### config.mk
export PLATFORM = sky130hd
export DESIGN_NAME = synth_loader
export DESIGN_NICKNAME = d
export VERILOG_FILES = /design/src/rtl/synl_pkg.sv /design/src/rtl/synl_regs.sv /design/src/rtl/synl_shifter.sv /design/src/rtl/synl_txgate.sv /design/src/rtl/synth_loader.sv
export SDC_FILE = /design/constraint.sdc
export NUM_CORES = 1
export LEC_CHECK = 0
export BUFFER_PORTS_ARGS = -buffer_cell sky130_fd_sc_hd__buf_2
export CELL_PAD_IN_SITES_DETAIL_PLACEMENT = 2
export CELL_PAD_IN_SITES_GLOBAL_PLACEMENT = 2
export CORE_ASPECT_RATIO = 0.7
export CORE_UTILIZATION = 36
export DETAILED_ROUTE_END_ITERATION = 6
export PLACE_DENSITY_LB_ADDON = 0.1
export SETUP_SLACK_MARGIN = 0.15
export SYNTH_ARGS = -nofsm -noshare
export SYNTH_HDL_FRONTEND = slang
export SYNTH_SLANG_ARGS = --single-unit
export TNS_END_PERCENT = 5
### constraint.sdc
create_clock -name clk -period 2.9 [get_ports clk]
set_clock_uncertainty 0.15 [all_clocks]
set_input_delay 0.87 -clock clk [delete_from_list [all_inputs] [get_ports clk]]
set_output_delay 0.87 -clock clk [all_outputs]
set_load 0.02 [all_outputs]
### src/rtl/synl_pkg.sv
package synl_pkg;
  localparam int NSTB   = 3;
  localparam int WORD_W = 32;
  localparam int IDX_W  = 5;
  localparam int CNT_W  = IDX_W + 1;

  localparam logic [2:0] A_CFG0 = 3'd4;
  localparam logic [2:0] A_CFG1 = 3'd5;
  localparam logic [2:0] A_CFG2 = 3'd6;
  localparam logic [2:0] A_STAT = 3'd7;

  typedef struct packed {
    logic [WORD_W-1:0] word;
    logic [NSTB-1:0]   sel;
    logic [IDX_W-1:0]  fall_idx;
    logic              msb_first;
    logic [IDX_W-1:0]  rise_idx;
    logic              pol;
    logic [IDX_W-1:0]  pcode;
  } synl_cfg_t;

  // code 0 stands for the full word
  function automatic logic [CNT_W-1:0] pulses_of(input logic [IDX_W-1:0] code);
    return (code == '0) ? CNT_W'(WORD_W) : {1'b0, code};
  endfunction

  function automatic logic bit_at(input logic [WORD_W-1:0] w,
                                  input logic msb,
                                  input logic [IDX_W-1:0] k);
    return msb ? w[WORD_W-1-int'(k)] : w[k];
  endfunction

  // strobe level entering bit time b
  function automatic logic strobe_step(input logic cur,
                                       input logic [CNT_W-1:0] b,
                                       input logic [IDX_W-1:0] rise,
                                       input logic [IDX_W-1:0] fall,
                                       input logic [CNT_W-1:0] n);
    logic nxt;
    nxt = cur;
    if (b < n) begin
      if ({1'b0, fall} == b)      nxt = 1'b0;
      else if ({1'b0, rise} == b) nxt = 1'b1;
    end
    return nxt;
  endfunction
endpackage

### src/rtl/synl_regs.sv
module synl_regs
  import synl_pkg::*;
(
  input  logic       clk,
  input  logic       rst_n,
  input  logic       wr_en,
  input  logic [2:0] addr,
  input  logic [7:0] wdata,
  input  logic       idle,
  input  logic       lock_fail,
  output logic [7:0] rdata,
  output synl_cfg_t  cfg,
  output logic       start,
  output logic [CNT_W-1:0] start_pulses
);
  localparam int NBYTE = WORD_W / 8;

  logic [7:0] byte_q [NBYTE];
  logic [7:0] c0_q, c1_q, c2_q;
  logic       wr_ok;

  assign wr_ok = wr_en && idle;

  for (genvar g = 0; g < NBYTE; g++) begin : g_byte
    always_ff @(posedge clk or negedge rst_n) begin
      if (!rst_n)                        byte_q[g] <= '0;
      else if (wr_ok && addr == 3'(g))   byte_q[g] <= wdata;
    end
    assign cfg.word[8*g +: 8] = byte_q[g];
  end

  always_ff @(posedge clk or negedge rst_n) begin
    if (!rst_n) begin
      c0_q <= '0;
      c1_q <= '0;
      c2_q <= 8'h20;
    end else if (wr_ok) begin
      if (addr == A_CFG0) c0_q <= wdata;
      if (addr == A_CFG1) c1_q <= {2'b00, wdata[5:0]};
      if (addr == A_CFG2) c2_q <= {2'b00, wdata[5:0]};
    end
  end

  assign start        = wr_ok && (addr == A_CFG2);
  assign start_pulses = pulses_of(wdata[IDX_W-1:0]);

  assign cfg.sel       = c0_q[7:5];
  assign cfg.fall_idx  = c0_q[4:0];
  assign cfg.msb_first = c1_q[5];
  assign cfg.rise_idx  = c1_q[4:0];
  assign cfg.pol       = c2_q[5];
  assign cfg.pcode     = c2_q[4:0];

  always_comb begin
    unique case (addr)
      A_CFG0:  rdata = c0_q;
      A_CFG1:  rdata = c1_q;
      A_CFG2:  rdata = c2_q;
      A_STAT:  rdata = {6'b0, lock_fail, idle};
      default: rdata = byte_q[addr[1:0]];
    endcase
  end
endmodule

### src/rtl/synl_shifter.sv
module synl_shifter
  import synl_pkg::*;
#(
  parameter int CLK_DIV = 4
) (
  input  logic             clk,
  input  logic             rst_n,
  input  synl_cfg_t        cfg,
  input  logic             start,
  input  logic [CNT_W-1:0] start_pulses,
  output logic             busy,
  output logic             bit_end,
  output logic             sclk,
  output logic             sdata,
  output logic [NSTB-1:0]  strobe
);
  localparam int HALF  = CLK_DIV / 2;
  localparam int PH_W  = (CLK_DIV > 2) ? $clog2(CLK_DIV) : 1;

  logic [PH_W-1:0]  ph_q;
  logic [IDX_W-1:0] bit_q;
  logic             lvl_q;
  logic [CNT_W-1:0] n_pulses;
  logic             last_bit;
  logic             active_half;

  assign n_pulses    = pulses_of(cfg.pcode);
  assign bit_end     = busy && (ph_q == PH_W'(CLK_DIV - 1));
  assign last_bit    = ({1'b0, bit_q} == n_pulses - CNT_W'(1));
  assign active_half = busy && (ph_q >= PH_W'(HALF));

  always_ff @(posedge clk or negedge rst_n) begin
    if (!rst_n) begin
      busy  <= 1'b0;
      ph_q  <= '0;
      bit_q <= '0;
      lvl_q <= 1'b0;
    end else if (start) begin
      busy  <= 1'b1;
      ph_q  <= '0;
      bit_q <= '0;
      lvl_q <= strobe_step(1'b0, '0, cfg.rise_idx, cfg.fall_idx, start_pulses);
    end else if (busy) begin
      if (!bit_end) begin
        ph_q <= ph_q + PH_W'(1);
      end else if (last_bit) begin
        busy  <= 1'b0;
        ph_q  <= '0;
        bit_q <= '0;
        lvl_q <= 1'b0;
      end else begin
        ph_q  <= '0;
        bit_q <= bit_q + IDX_W'(1);
        lvl_q <= strobe_step(lvl_q, {1'b0, bit_q} + CNT_W'(1),
                             cfg.rise_idx, cfg.fall_idx, n_pulses);
      end
    end
  end

  assign sclk   = active_half ^ ~cfg.pol;
  assign sdata  = busy && bit_at(cfg.word, cfg.msb_first, bit_q);
  assign strobe = {NSTB{lvl_q}} & cfg.sel;
endmodule

### src/rtl/synl_txgate.sv
module synl_txgate #(
  parameter int IQ_W = 12
) (
  input  logic            lock_fail,
  input  logic            pa_en_in,
  input  logic [IQ_W-1:0] txi_in,
  input  logic [IQ_W-1:0] txq_in,
  output logic            pa_en,
  output logic [IQ_W-1:0] txi,
  output logic [IQ_W-1:0] txq
);
  assign pa_en = pa_en_in && !lock_fail;
  assign txi   = lock_fail ? '0 : txi_in;
  assign txq   = lock_fail ? '0 : txq_in;
endmodule

### src/rtl/synth_loader.sv
module synth_loader
  import synl_pkg::*;
#(
  parameter int CLK_DIV = 4,
  parameter int IQ_W    = 12
) (
  input  logic            clk,
  input  logic            rst_n,
  input  logic            wr_en,
  input  logic [2:0]      addr,
  input  logic [7:0]      wdata,
  output logic [7:0]      rdata,
  output logic            ready,
  output logic            sclk,
  output logic            sdata,
  output logic [2:0]      strobe,
  input  logic            out_of_lock,
  input  logic            pa_en_in,
  input  logic [IQ_W-1:0] txi_in,
  input  logic [IQ_W-1:0] txq_in,
  output logic            pa_en,
  output logic [IQ_W-1:0] txi,
  output logic [IQ_W-1:0] txq
);
  synl_cfg_t        cfg;
  logic             start_ev;
  logic             bit_end_ev;
  logic             busy;
  logic [CNT_W-1:0] start_pulses;
  logic [WORD_W-1:0] cfg_word;
  logic [NSTB-1:0]  cfg_sel;
  logic             cfg_pol;

  assign ready    = !busy;
  assign cfg_word = cfg.word;
  assign cfg_sel  = cfg.sel;
  assign cfg_pol  = cfg.pol;

  synl_regs u_regs (
    .clk          (clk),
    .rst_n        (rst_n),
    .wr_en        (wr_en),
    .addr         (addr),
    .wdata        (wdata),
    .idle         (ready),
    .lock_fail    (out_of_lock),
    .rdata        (rdata),
    .cfg          (cfg),
    .start        (start_ev),
    .start_pulses (start_pulses)
  );

  synl_shifter #(.CLK_DIV(CLK_DIV)) u_shift (
    .clk          (clk),
    .rst_n        (rst_n),
    .cfg          (cfg),
    .start        (start_ev),
    .start_pulses (start_pulses),
    .busy         (busy),
    .bit_end      (bit_end_ev),
    .sclk         (sclk),
    .sdata        (sdata),
    .strobe       (strobe)
  );

  synl_txgate #(.IQ_W(IQ_W)) u_gate (
    .lock_fail (out_of_lock),
    .pa_en_in  (pa_en_in),
    .txi_in    (txi_in),
    .txq_in    (txq_in),
    .pa_en     (pa_en),
    .txi       (txi),
    .txq       (txq)
  );
endmodule

==> impl_results.md <==
* Critical Path Sink: sdata
* Setup ws final at -0.3955 ns
* Top cell by count, worst path: mux4_2
* Maxcap violations at 0
* Fin crit share at 1.136
* Core Footprint at 10630 um^2
* Count of buffers from port buffering at 78
* Slew @ Worst Pin at 0.7690 ns
* Min Hold Slack at 0.3835 ns
* Starting Density at 0.3790
* Min Tclk post-route at between 3 and 4 ns
* Synth Cell Area at approximately 4000 um^2
* CP max stage delay at around 0.54 ns
* Final non-filler cell total at 631
* Prevailing post-synth register cell: dfrtp_1
* PwrDens at roughly 420 nW/um^2
* Seq cells post-synth at 61
* Clk_lat worst skew at ~0.34 ns
* Final wirelength at between 15000 and 20000 um
* Reg-to-Reg Start: u_shift.bit_q[0]
* Placed insts at ~610
* Mapped Cells at between 300 and 400
* DRT iter0 DRCs at 180
* Vias in the first global route at between 4000 and 5000
* Synth Warn # at 0
* Crit path max fanout at 5
* Top cells by area, synth: dfrtp_1, mux2_2, mux4_2
* Crit path cell chain: buf_12 > mux4_2 > mux4_2 > nand3_2 > a21oi_2 > buf_6
* Pleak at roughly 2.7 nW
* Worst reg2reg endpoint: u_shift.lvl_q
* Crit path kind: reg -> out
* Top-area cell type share of the netlist area at 0.3728
* N_diodes at 0
* ANT nets after route at 0
* Share of the core filled with cells at 0.5098
* Crit. End Element: output pin
* Largest area contributor in the synthesized netlist: dfrtp_1
* CTS tree: done
* Num CTS Buffers at 9
* Worst VDD drop at around 0.26 mV
* Worst slew margin at 0.4873
* R2R depth at 12
* Seq/Total Area, Yosys at 0.3793
* Sink Count at about 60
* Critical path origin: u_shift.bit_q[0]
* CP max-delay cell: mux4_2
* RSZ-0062 raised after global routing: true
* WL/cell at roughly 26 um
* Max clock buf depth at 2
* Height of the die at between 90 and 100 um
* Hpwl dp at between 10000 and 15000 um
* I/O pin count at between 70 and 80
* First-pass GRT wire length at about 25000 um
* Overflow left after global routing at 0
* Failing checks: setup timing
* Clock root buffer: clkbuf_16
* Htree depth at 3
* CP startpoint kind: flop
* Nets at 527
* Status: finished with violations
* DRC violations left at 0
* Rows at 31
* Fmax at roughly 300 MHz
* WP data required at 1.88 ns
* Routed vias/inst at 5.635
* Data arrival, critical path at approximately 2.3 ns
* Final weighted congestion in routability-driven placement at approximately 0.9
* FF-to-FF setup slack at -0.07 ns
* Largest net degree at the start of global routing at 62
* Post-synth ARST share at 1.000
* Die ar. at 11620 um^2
* # setup viols final at 9
* Drt pass-1 iters at 4
* Gr usage total at 0.2988
* EDFF count, synth at 0
* Initial antenna violation count at 0
* Via count at 3556
* Final Hold Viols at 0
* Syn Nets at ~400
* Post-Syn Area per Cell at roughly 11 um^2
* Slew Limit Fails at 0
* CTS clk-pin slew, worst paths at 0.05 ns
* Netlist cell types at 46
* Final Power at about 2.3 mW
* CTS hold repair buffers at 0
* Share of cells above drive strength 1 at 0.5031
* Hold Crit Class: reg -> reg
* Die width at ~130 um
* Synth-to-Final Area Change at 34.51%
[worst max-delay path, delay by kind of cell (launching register included)]
kind / cells / cell delay (ns)
and+or+nand+nor: 1 / 0.08
AOI/OAI and AO/OA: 1 / 0.06
muxes: 2 / 1.04
buffers and inverters: 2 / 0.30
DFF: 1 / 0.45
[flip-flops by register name, summed over array words and instances (netlist names)]
register,cells
u_regs.cfg,32
u_shift.lvl_q,1
u_shift.bit_q,5
u_regs.c0_q,8
u_regs.c1_q,6
u_shift.ph_q,2
u_regs.c2_q,6
u_shift.busy,1
[power breakdown]
group	total (mW)	internal (mW)	switching [mW]	leakage (nW)
clock network	1.16	0.752	0.411	0.156
logic	0.233	0.0992	0.134	1.72
registers	0.870	0.859	0.0107	0.789
[layer usage]
layer,share of wire,up-vias,GRT usage
met5,0,-,0
met4,0.0094,0,0.06471
met3,0.070,13,0.07642
li1,-,1544,-
met2,0.46,132,0.4752
met1,0.46,1867,0.4082
[synthesized netlist by cell type, types with 3 or more instances]
master	count
dfrtp_1	60
mux2_2	50
nor2b_1	26
mux4_2	21
nand2_1	20
o21ai_0	16
inv_1	15
nor2_1	15
a21oi_1	12
mux2i_1	11
xnor2_1	11
nand3_1	10
xor2_1	10
buf_2	9
ha_1	9
clkbuf_1	5
nand2b_1	5
and2_1	4
a31oi_1	3
buf_4	3
mux4_1	3
nand4_1	3
nor3_1	3
[cell usage in the layout, fill, tap and decap left out, types with 10 or more instances in the layout]
cell type  count
nor2_1        11
mux4_2        23
dfrtp_1       58
mux2_2        48
o21ai_0       13
buf_4         50
xor2_1        10
inv_1         14
buf_2         70
nor2b_1       26
xnor2_1       11
mux2i_1       10
nand2_1       20
[cell type report]
| cell class | instances | area [um^2] |
|---|---|---|
| clock buffer | 10 | 229.0 |
| clock inverter | 6 | 87.58 |
| fill | 1118 | 5210 |
| inverter | 16 | 60.06 |
| multi-input combinational | 258 | 2414 |
| sequential | 61 | 1530 |
| tap | 148 | 185.2 |
| timing repair buffer | 132 | 912.1 |
[repair_timing]
action	in CTS	in global routing
resized for setup	35	4
gates cloned	1	0
pin swaps	3	1
setup endpoints to repair	10	11
setup buffers	0	0
[kinds of logic after synthesis]
kind of cell	synth area share
mux	0.3041
buf+inv	0.04287
compound gates	0.07363
simple gates	0.1264
flops	0.3793
fa+ha+maj	0.02796
xor+xnor	0.04566
[through the flow]
step / cell area [um^2] / setup slack, ns / TNS, ns
2_1_floorplan: 4074 / 0.1057 / 0
3_3_place_gp: 4952 / -0.2829 / -2.028
3_5_place_dp: 4952 / -0.3351 / -2.296
4_1_cts: 5409 / -0.4040 / -0.8497
5_1_grt: 5418 / -0.4590 / -1.382
6_report: 5418 / -0.3955 / -0.7880
[worst min-delay path by stage]
stage	to	depth (start not counted)	startpoint	slack, ns
detailed placement	u_regs.c0_q[6]	1	u_regs.c0_q[6]	0.37
CTS	u_regs.c0_q[6]	1	u_regs.c0_q[6]	0.38
global placement	u_regs.c0_q[5]	1	u_regs.c0_q[5]	0.36
global route	u_regs.c0_q[6]	1	u_regs.c0_q[6]	0.40
finish	u_regs.c0_q[6]	1	u_regs.c0_q[6]	0.38
floorplan	u_regs.c0_q[6]	1	u_regs.c0_q[6]	0.34
No activity file was read; power rests on OpenSTA's default activity.
